### src/rtl/fpcq_pkg.sv
package fpcq_pkg;

    localparam int NUM_CLS = 6;

    typedef enum logic [2:0] {
        CLS_ZERO   = 3'd0,
        CLS_SUB    = 3'd1,
        CLS_NORM   = 3'd2,
        CLS_INF    = 3'd3,
        CLS_QNAN   = 3'd4,
        CLS_SNAN   = 3'd5
    } cls_idx_e;

    typedef struct packed {
        logic [NUM_CLS-1:0] onehot;
        logic               snan;
    } cls_info_t;

    function automatic logic [NUM_CLS-1:0] cls_bit(input cls_idx_e idx);
        logic [NUM_CLS-1:0] v;
        v = '0;
        v[idx] = 1'b1;
        return v;
    endfunction

endpackage

### src/rtl/fpcq_classify.sv
module fpcq_classify
    import fpcq_pkg::*;
#(
    parameter int EXP_W  = 8,
    parameter int FRAC_W = 23,
    localparam int WORD_W = 1 + EXP_W + FRAC_W
) (
    input  logic [WORD_W-1:0] word,
    input  logic              mode2008,
    output cls_info_t         info
);
    logic [EXP_W-1:0]  exp_f;
    logic [FRAC_W-1:0] frac_f;
    logic exp_ones, exp_zero, frac_zero, is_nan;

    assign exp_f     = word[WORD_W-2 -: EXP_W];
    assign frac_f    = word[FRAC_W-1:0];
    assign exp_ones  = &exp_f;
    assign exp_zero  = ~|exp_f;
    assign frac_zero = ~|frac_f;
    assign is_nan    = exp_ones && !frac_zero;

    always_comb begin
        info.snan = is_nan && (mode2008 ^ frac_f[FRAC_W-1]);
        if (exp_zero)
            info.onehot = frac_zero ? cls_bit(CLS_ZERO) : cls_bit(CLS_SUB);
        else if (!exp_ones)
            info.onehot = cls_bit(CLS_NORM);
        else if (frac_zero)
            info.onehot = cls_bit(CLS_INF);
        else
            info.onehot = info.snan ? cls_bit(CLS_SNAN) : cls_bit(CLS_QNAN);
    end

endmodule

### src/rtl/fpcq_quieter.sv
module fpcq_quieter #(
    parameter int EXP_W  = 8,
    parameter int FRAC_W = 23,
    localparam int WORD_W = 1 + EXP_W + FRAC_W
) (
    input  logic [WORD_W-1:0] word_in,
    input  logic              mode2008,
    input  logic              is_snan,
    output logic [WORD_W-1:0] word_out
);
    logic [FRAC_W-1:0] frac_new;

    always_comb begin
        frac_new = word_in[FRAC_W-1:0];
        if (mode2008) begin
            frac_new[FRAC_W-1] = 1'b1;
        end else begin
            frac_new[FRAC_W-1] = 1'b0;
            if (frac_new == '0)
                frac_new[FRAC_W-2] = 1'b1;
        end
        word_out = is_snan ? {word_in[WORD_W-1:FRAC_W], frac_new} : word_in;
    end

endmodule

### src/rtl/fpcq_sticky.sv
module fpcq_sticky (
    input  logic clk,
    input  logic rst,
    input  logic clr,
    input  logic set,
    output logic flag
);
    always_ff @(posedge clk) begin
        if (rst || clr)
            flag <= 1'b0;
        else if (set)
            flag <= 1'b1;
    end

    p_clr_wins_r8: assert property (@(posedge clk) disable iff (rst)
        clr |=> !flag);
    p_hold_r7: assert property (@(posedge clk) disable iff (rst)
        (flag && !clr) |=> flag);
endmodule

### src/rtl/fp_class_quiet.sv
module fp_class_quiet
    import fpcq_pkg::*;
#(
    parameter int EXP_W  = 8,
    parameter int FRAC_W = 23,
    localparam int WORD_W = 1 + EXP_W + FRAC_W
) (
    input  logic              clk,
    input  logic              rst,
    input  logic              in_valid,
    input  logic [WORD_W-1:0] in_word,
    input  logic              nan2008_mode,
    input  logic              flag_clr,
    output logic              res_valid,
    output logic [NUM_CLS-1:0] cls_onehot,
    output logic [WORD_W-1:0] res_word,
    output logic              invalid_flag
);
    cls_info_t         info;
    logic [WORD_W-1:0] quiet_word;

    fpcq_classify #(.EXP_W(EXP_W), .FRAC_W(FRAC_W)) u_cls (
        .word(in_word), .mode2008(nan2008_mode), .info(info)
    );

    fpcq_quieter #(.EXP_W(EXP_W), .FRAC_W(FRAC_W)) u_qt (
        .word_in(in_word), .mode2008(nan2008_mode), .is_snan(info.snan),
        .word_out(quiet_word)
    );

    fpcq_sticky u_flag (
        .clk(clk), .rst(rst), .clr(flag_clr),
        .set(in_valid && info.snan), .flag(invalid_flag)
    );

    always_ff @(posedge clk) begin
        if (rst) begin
            res_valid  <= 1'b0;
            cls_onehot <= '0;
            res_word   <= '0;
        end else begin
            res_valid <= in_valid;
            if (in_valid) begin
                cls_onehot <= info.onehot;
                res_word   <= quiet_word;
            end
        end
    end

    p_onehot_r1: assert property (@(posedge clk) disable iff (rst)
        res_valid |-> $countones(cls_onehot) == 1);
    p_sign_exp_r6: assert property (@(posedge clk) disable iff (rst)
        in_valid |=> res_word[WORD_W-1:FRAC_W] == $past(in_word[WORD_W-1:FRAC_W]));
    p_pass_r6: assert property (@(posedge clk) disable iff (rst)
        (in_valid && !info.snan) |=> res_word == $past(in_word));
    p_still_nan_r5: assert property (@(posedge clk) disable iff (rst)
        (in_valid && info.snan) |=> (&res_word[WORD_W-2:FRAC_W]) && (|res_word[FRAC_W-1:0]));
    p_set_r7: assert property (@(posedge clk) disable iff (rst)
        (in_valid && info.snan && !flag_clr) |=> invalid_flag);
    p_hold_r9: assert property (@(posedge clk) disable iff (rst)
        !in_valid |=> $stable(res_word) && $stable(cls_onehot) && !res_valid);

endmodule

### config.mk
export PLATFORM = sky130hd
export DESIGN_NAME = fp_class_quiet
export DESIGN_NICKNAME = d
export VERILOG_FILES = /design/src/rtl/fpcq_pkg.sv /design/src/rtl/fpcq_classify.sv /design/src/rtl/fpcq_quieter.sv /design/src/rtl/fpcq_sticky.sv /design/src/rtl/fp_class_quiet.sv
export SDC_FILE = /design/constraint.sdc
export NUM_CORES = 1
export LEC_CHECK = 0
export ABC_CLOCK_PERIOD_IN_PS = 2000
export BUFFER_PORTS_ARGS = -buffer_cell sky130_fd_sc_hd__clkbuf_2
export CAP_MARGIN = 40
export CORE_MARGIN = 1
export CORE_UTILIZATION = 48
export CTS_CLUSTER_DIAMETER = 120
export DETAILED_ROUTE_END_ITERATION = 10
export GPL_TIMING_DRIVEN = 0
export PLACE_DENSITY = 0.79
export REMOVE_ABC_BUFFERS = 1
export SYNTH_ARGS = -nofsm -noshare
export SYNTH_HDL_FRONTEND = slang
export SYNTH_HIERARCHICAL = 1
export SYNTH_SLANG_ARGS = --single-unit
### constraint.sdc
create_clock -name clk -period 2 [get_ports clk]
set_input_delay 0.3 -clock clk [delete_from_list [all_inputs] [get_ports clk]]
set_output_delay 0.3 -clock clk [all_outputs]
set_load 0.05 [all_outputs]
==> qor.yml, run 1 <==
logic_synthesis:
  synth_compound_area_share_pct: 2.202
  synth_warnings: 6
  ys_seq_elements: 40
  synth_top_cell_by_area: "dfxtp_1"
  yosys.area_share.xor_xnor_pct: 0.4534
  synthAdderAreaFrac_pct: 0
  synth-simple-area-share_pct: 18.33
  synth.mux.area_fraction_pct: 20.27
  synth_top_family_by_area: "multiplexers"
  async_reset_ff_share_pct: 0
  syn_avg_cell_area_um2: 9.958
  synth.distinct_cells: 25
  syn_inst: 194
  synthFlopType: "dfxtp_1"
  synthTopCellsByArea: "dfxtp_1 41%, mux2i_1 20%, buf_4 12%"
  synthTopCellsByCount: "40 x dfxtp_1, 40 x nor2_1, 38 x mux2i_1, 30 x buf_4, 8 x nor4_1"
  synth_top_area_share_pct: 41.45
  ys_seq_area_share_pct: 41.45
  synth_area_mm2: 0.001932
  synth_edf_count: 0
critical_path:
  critical_path.most_common_cell: "nand4_1"
  required_ns: 2.22
  cp_slowest_cell: "or2_2"
  r2r-start: "res_word[30]"
  startpoint_type: "input pin"
  arrival_ns: 1.90
  cp_max_fo: 3
  cpPeakStageDelay_ns: 0.33
  cp-startpoint: "in_word[27]"
  path_class: "in2reg"
  path_cells: "clkbuf_2 -> nand4_1 -> or2_2 -> a211oi_1 -> nor4b_2 -> nand4_1 -> o21bai_1 -> mux2i_1 -> nor2_1"
  worstSetupEndpointType: "flop"
final_layout:
  nFillCells: 373
  drive_gt1_share_pct: 38.08
  diodes: 0
  area_growth_syn_to_layout_pct: 10.56
  stdcell_count: 287
  final_area_mm2: 0.002136
  final_nets: 276
  ff_latch_area_um2: 800.8
  multi_input_comb_area_um2: 797.0
drt:
  vias: 1411
  topRoutingLayerUsed: "met4"
  wirelength_mm: 3.624
  ant_nets: 0
  firstDrtPassIters: 3
  dr_wl_met3_um: 198
  wl_met1_mm: 1.671
  wl_met2_mm: 1.741
  wl_per_cell_um: 12.63
  drcViolationCount: 0
  first_iter_violations: 57
  via_per_inst: 4.916
clock_tree:
  clkSlewWorstSetupHoldPaths_ns: 0.07
  clk_path_buf_depth: 2
  clkSinkCount: 40
  cts_resized: 0
  cts_made_buffers: 5
  hold_buffers: 0
  post_cts_buffers: 0
  cts_root_buf: "clkbuf_8"
  cts_tree: "built"
  htreeDepth: 2
  clk_latency_ns: 0.28
timing:
  hold_slack_ns: 0.1818
  worst_pin_slew_ns: 0.7918
  setup_viol: 0
  finalClockSkew_ns: 0
  fin_crit_ns: 1.684
  setup_tns_ns: 0
  hold_viol: 0
  max_freq_mhz: 593.8
  fin_crit_sh_pct: 84.21
  maxSlewHeadroom_pct: 47.21
  rsz0062_at_grt: "false"
  drv_slew: 0
outcome:
  status: "complete, no violations"
placement:
  port_buffers: 76
  place_area_mm2: 0.002058
  post-dp-hpwl_mm: 2.763
  gp_congestion: 0.7509
  place_inst: 280
die:
  fp.dieH_um: 65.44
  design.die.area_mm2: 0.004282
  ioPinCount: 77
  fp.dieW_um: 65.44
  core_area_mm2: 0.003771
  start_util_pct: 51.23
  row_count: 22
pwr:
  powerDensity_mw_per_mm2: 791.5
  irDropWorstVdd_v: 0.0004834
  p_total_uw: 1691
  p_leak_uw: 0.001051
global_route:
  grt_start_max_net_pins: 41
  grt-ovfl-total: 0
  grt_antenna_before_repair: 0
  grt_first_pass_wirelength_mm: 5.982
  grt_pass1_vias: 1376
  track_usage_pct: 18.38
hold_path:
  min_from: "flag_clr"
  hold_class: "in2reg"
job:
  cap_violations: 0
==> layout by cell type (no fill, tap or decap) <==
cell type / synthesis / routed
nor2_1: 40 / 40
nor4b_2: 1 / 1
a211oi_1: 2 / 2
clkbuf_2: 0 / 76
clkbuf_1: 2 / 1
and2_1: 2 / 2
mux2_2: 1 / 1
xnor2_1: 1 / 1
dfxtp_1: 40 / 40
nor3_2: 1 / 1
and4_2: 1 / 1
a21oi_1: 2 / 2
nand2_1: 3 / 3
o211a_1: 1 / 1
clkinv_2: 0 / 1
nor4_1: 8 / 8
nor4_2: 3 / 3
nor2b_1: 1 / 1
clkbuf_8: 0 / 5
or2_2: 1 / 1
nand4_1: 4 / 4
mux2i_1: 38 / 38
nor3_1: 4 / 4
o21bai_1: 1 / 1
buf_12: 4 / 1
==> routing by layer <==
| layer | vias up | track usage, % |
|---|---|---|
| met5 | - | 0 |
| met3 | 2 | 6.597 |
| li1 | 728 | - |
| met2 | 41 | 31.83 |
| met1 | 640 | 21.21 |
| met4 | 0 | 4.891 |
==> cell type report <==
cell class / count / area share [%]
sequential: 40 / 37.49
multi-input combinational: 115 / 37.32
timing repair buffer: 77 / 18.75
clock buffer: 6 / 3.398
tap: 48 / 2.812
clock inverter: 1 / 0.2343
==> report_power, final <==
group | switching, uW | internal, uW
sequential | 20.0 | 837
combinational | 245 | 103
clock | 248 | 237
==> worst max-delay path: cells and delay by family <==
kind / cells / cell delay (ns)
AO/OA/AOI/OAI: 2 / 0.45
buffers and inverters: 1 / 0.11
multiplexers: 1 / 0.08
AND/OR/NAND/NOR: 5 / 0.96
==> state kept, by name, summed over array words and instances, names as in the netlist <==
name and flops:
cls_onehot 6, res_valid 1, u_flag/flag 1, res_word 32
==> final timing paths <==
kind	endpoint	slack, ns	cells after the start
worst max-delay path	res_word[21]	0.32	9
worst min-delay path	u_flag/flag	0.18	2
worst max register to register	res_word[30]	1.35	2
worst min register to register	res_word[5]	0.49	2
==> through the flow <==
step / worst slack [ns] / utilization [%]
floorplan: 0.3416 / -
global placement: -0.006188 / 54.05
detailed placement: 0.001217 / 54.58
CTS: 0.3121 / 56.64
global route: 0.1365 / 56.64
finish: 0.3158 / 56.64
==> cell families after synthesis <==
logic type / after synthesis
AOI/OAI and AO/OA: 6
muxes: 39
xor gates and xnor gates: 1
DFF: 40
and+or+nand+nor: 69
buffers and inverters: 39
No activity file was read; power rests on OpenSTA's default activity.
==> run 2: changes to the inputs <==
ABC_CLOCK_PERIOD_IN_PS = 1450   (was 2000)
CORE_UTILIZATION = 43   (was 48)
PLACE_DENSITY = 0.75   (was 0.79)
clock period = 1.45 ns   (was 2 ns; I/O delays follow)
==> run 2 against run 1 <==
Compared with the run above: clock power increased by 100%; sequential share of layout area down 1.9 points; design area grew 5.4%; power grew 58%; largest cell class is now multi-input combinational cells; flip-flop and latch count stayed put; first-iteration DRC count shrank 28%; die area increased by 11%; count of clock-buffer cells in the layout up 1; final cell count increased by 1.7%; via count is 0.78% higher; combinational power grew 43%.
==> qor.yml, run 2 (same netlist as run 1, synthesis figures left out) <==
outcome:
  status: "complete, no violations"  # unchanged
final_layout:
  final_cell_mix: "71 x clkbuf_2, 40 x nor2_1, 40 x dfxtp_1"  # was 76 x clkbuf_2, 40 x nor2_1, 40 x dfxtp_1
  regMostFlops: "res_word"  # unchanged
  drive_gt1_share_pct: 39.58  # was 38.08%
  final_core_util_pct: 52.05  # was 56.64%
  diodes: 0  # unchanged
  multi_input_comb_area_um2: 827.0  # was 797.0 um2
  nFillCells: 416  # was 373
  final_common_cell: "clkbuf_2"  # unchanged
  reg_top3: "res_word x32, cls_onehot x6"  # unchanged
  ff_latch_area_um2: 800.8  # unchanged
  final_nets: 276  # unchanged
  final_area_mm2: 0.002251  # was 0.002136 mm2
  largest_register_ffs: 32  # unchanged
  area_growth_syn_to_layout_pct: 16.52  # was 10.56%
global_route:
  gr-usage-met2_pct: 25.46  # was 31.83%
  grt_pass1_vias: 1358  # was 1376
  globalRouteMet3Util_pct: 5.702  # was 6.597%
  grt_most_used_layer: "met2"  # unchanged
  grt_antenna_before_repair: 0  # unchanged
  track_usage_pct: 16.28  # was 18.38%
  grt-ovfl-total: 0  # unchanged
  grt_first_pass_wirelength_mm: 6.189  # was 5.982 mm
  grt_start_max_net_pins: 41  # unchanged
  grt_use_met1_pct: 20.55  # was 21.21%
timing:
  max_freq_mhz: 690.2
  fin_crit_ns: 1.449
  worst_pin_slew_ns: 0.8116  # was 0.7918 ns
  setup_viol: 0  # unchanged
  maxSlewHeadroom_pct: 45.90  # was 47.21%
  finalClockSkew_ns: 0  # unchanged
  hold_viol: 0  # unchanged
  rsz0062_at_grt: "true"  # was false
  fin_crit_sh_pct: 99.91
  drv_slew: 0  # unchanged
pwr:
  powerDensity_mw_per_mm2: 1184  # was 791.5 mW/mm2
  p_comb_share_pct: 18.6  # was 20.6%
  p_leak_uw: 0.001089  # was 0.001051 uW
  power_switching_uw: 752.7  # was 513.2 uW
  irDropWorstVdd_v: 0.0006676  # was 0.0004834 V
  power_frac_seq_pct: 44.3  # was 50.7%
  clockPowerShare_pct: 37.0  # was 28.7%
  intPower_uw: 1913  # was 1177 uW
  switching_share_pct: 28.24  # was 30.36%
drt:
  wirelength_mm: 3.835  # was 3.624 mm
  wl_per_cell_um: 13.13  # was 12.63 um
  via_per_inst: 4.870  # was 4.916
  vias: 1422  # was 1411
  ant_nets: 0  # unchanged
  first_iter_violations: 41  # was 57
  firstDrtPassIters: 4  # was 3
  drcViolationCount: 0  # unchanged
critical_path:
  required_ns: 1.60  # was 2.22 ns
  worstSetupEndpointType: "flop"  # unchanged
  cp_slowest_cell: "nor4_2"  # was or2_2
  cp_max_fo: 3  # unchanged
  path_cells: "clkbuf_2 -> nor4_2 -> and4_2 -> a211oi_4 -> nor4b_4 -> nand4_1 -> o21bai_1 -> mux2i_1 -> nor2_1"  # was clkbuf_2 -> nand4_1 -> or2_2 -> a211oi_1 -> nor4b_2 -> nand4_1 -> o21bai_1 -> mux2i_1 -> nor2_1
  arrival_ns: 1.60  # was 1.90 ns
  path_class: "in2reg"  # unchanged
  cpPeakStageDelay_ns: 0.36  # was 0.33 ns
  critPathTopFamily: "simple AND/OR/NAND/NOR gates"  # unchanged
  crit_buf_inv: 1  # unchanged
  startpoint_type: "input pin"  # unchanged
placement:
  post-dp-hpwl_mm: 2.845  # was 2.763 mm
  gp_congestion: 0.6987  # was 0.7509
  port_buffers: 76  # unchanged
  place_area_mm2: 0.002063  # was 0.002058 mm2
die:
  start_util_pct: 44.68  # was 51.23%
  design.die.area_mm2: 0.004764  # was 0.004282 mm2
  core_area_mm2: 0.004324  # was 0.003771 mm2
  ioPinCount: 77  # unchanged
  fp.dieW_um: 69.03  # was 65.44 um
  row_count: 24  # was 22
  fp.dieH_um: 69.03  # was 65.44 um
job:
  cap_violations: 0  # unchanged
clock_tree:
  cts_made_buffers: 5  # unchanged
  htreeDepth: 2  # unchanged
  clk_latency_ns: 0.29  # was 0.28 ns
  clkSlewWorstSetupHoldPaths_ns: 0.07  # about the same
  clkSinkCount: 40  # unchanged
  cts_root_buf: "clkbuf_8"  # unchanged
  cts_tree: "built"  # unchanged
  clk_path_buf_depth: 2  # unchanged
hold_path:
  hold_class: "in2reg"  # unchanged
==> run 2: changes by cell type in the layout (fill, tap and decap cells not counted), sizes merged <==
cell	previous run	this run
buf	1	6
bufinv	0	1
clkinv	1	0
clkbuf	82	78
==> run 2: path summary, 6_finish.rpt <==
check | start | end | slack (ns) | cells after the start
setup / recovery | in_word[10] | res_word[21] | 0.001 | 9
hold / removal | flag_clr | u_flag/flag | 0.09 | 2
setup reg to reg | res_word[23] | res_word[23] | 0.80 | 2
hold reg to reg | res_word[9] | res_word[9] | 0.49 | 2
==> run 2: area by class of cell <==
class	count	share of cell area (%)
Clock inverter	1	1.334
Tap cell	52	2.890
Sequential cell	40	35.58
Timing Repair Buffer	77	19.18
Clock buffer	7	4.280
Multi-Input combinational cell	115	36.74
==> run 2: timing repair <==
action,CTS,global route
resized for setup,4,11
setup buffers,0,0
cloned,0,0
hold buffers,0,0
setup endpoints to repair,2,2
==> run 2: per-stage QoR <==
stage,hold WS [ns],setup WS [ns],TNS [ns],total power [uW],std cells
floorplan,0.2865,-0.1259,-0.1915,1498,155
finish,0.09393,0.001238,0,2665,292
global placement,0.3928,-0.5188,-8.034,1683,283
CTS,0.07871,-0.001827,-0.001827,2700,292
global route,0.08532,-0.04758,-0.04758,2785,292
detailed placement,0.3941,-0.5386,-1.116,1693,284
==> run 2: power groups by stage <==
stage / Combinational (uW) / Clock [uW] / Sequential [uW]
2_1_floorplan: 97.1 / 0 / 1400
3_3_place_gp: 479 / 0 / 1200
3_5_place_dp: 487 / 0 / 1210
4_1_cts: 491 / 1030 / 1180
5_1_grt: 527 / 1070 / 1190
6_report: 497 / 987 / 1180
==> run 2: routing by layer <==
| metal | routed length, um | vias to the layer above |
|---|---|---|
| li1 | - | 725 |
| met1 | 1826 | 646 |
| met2 | 1707 | 45 |
| met3 | 247 | 6 |
| met4 | 54 | 0 |
| met5 | 0 | - |
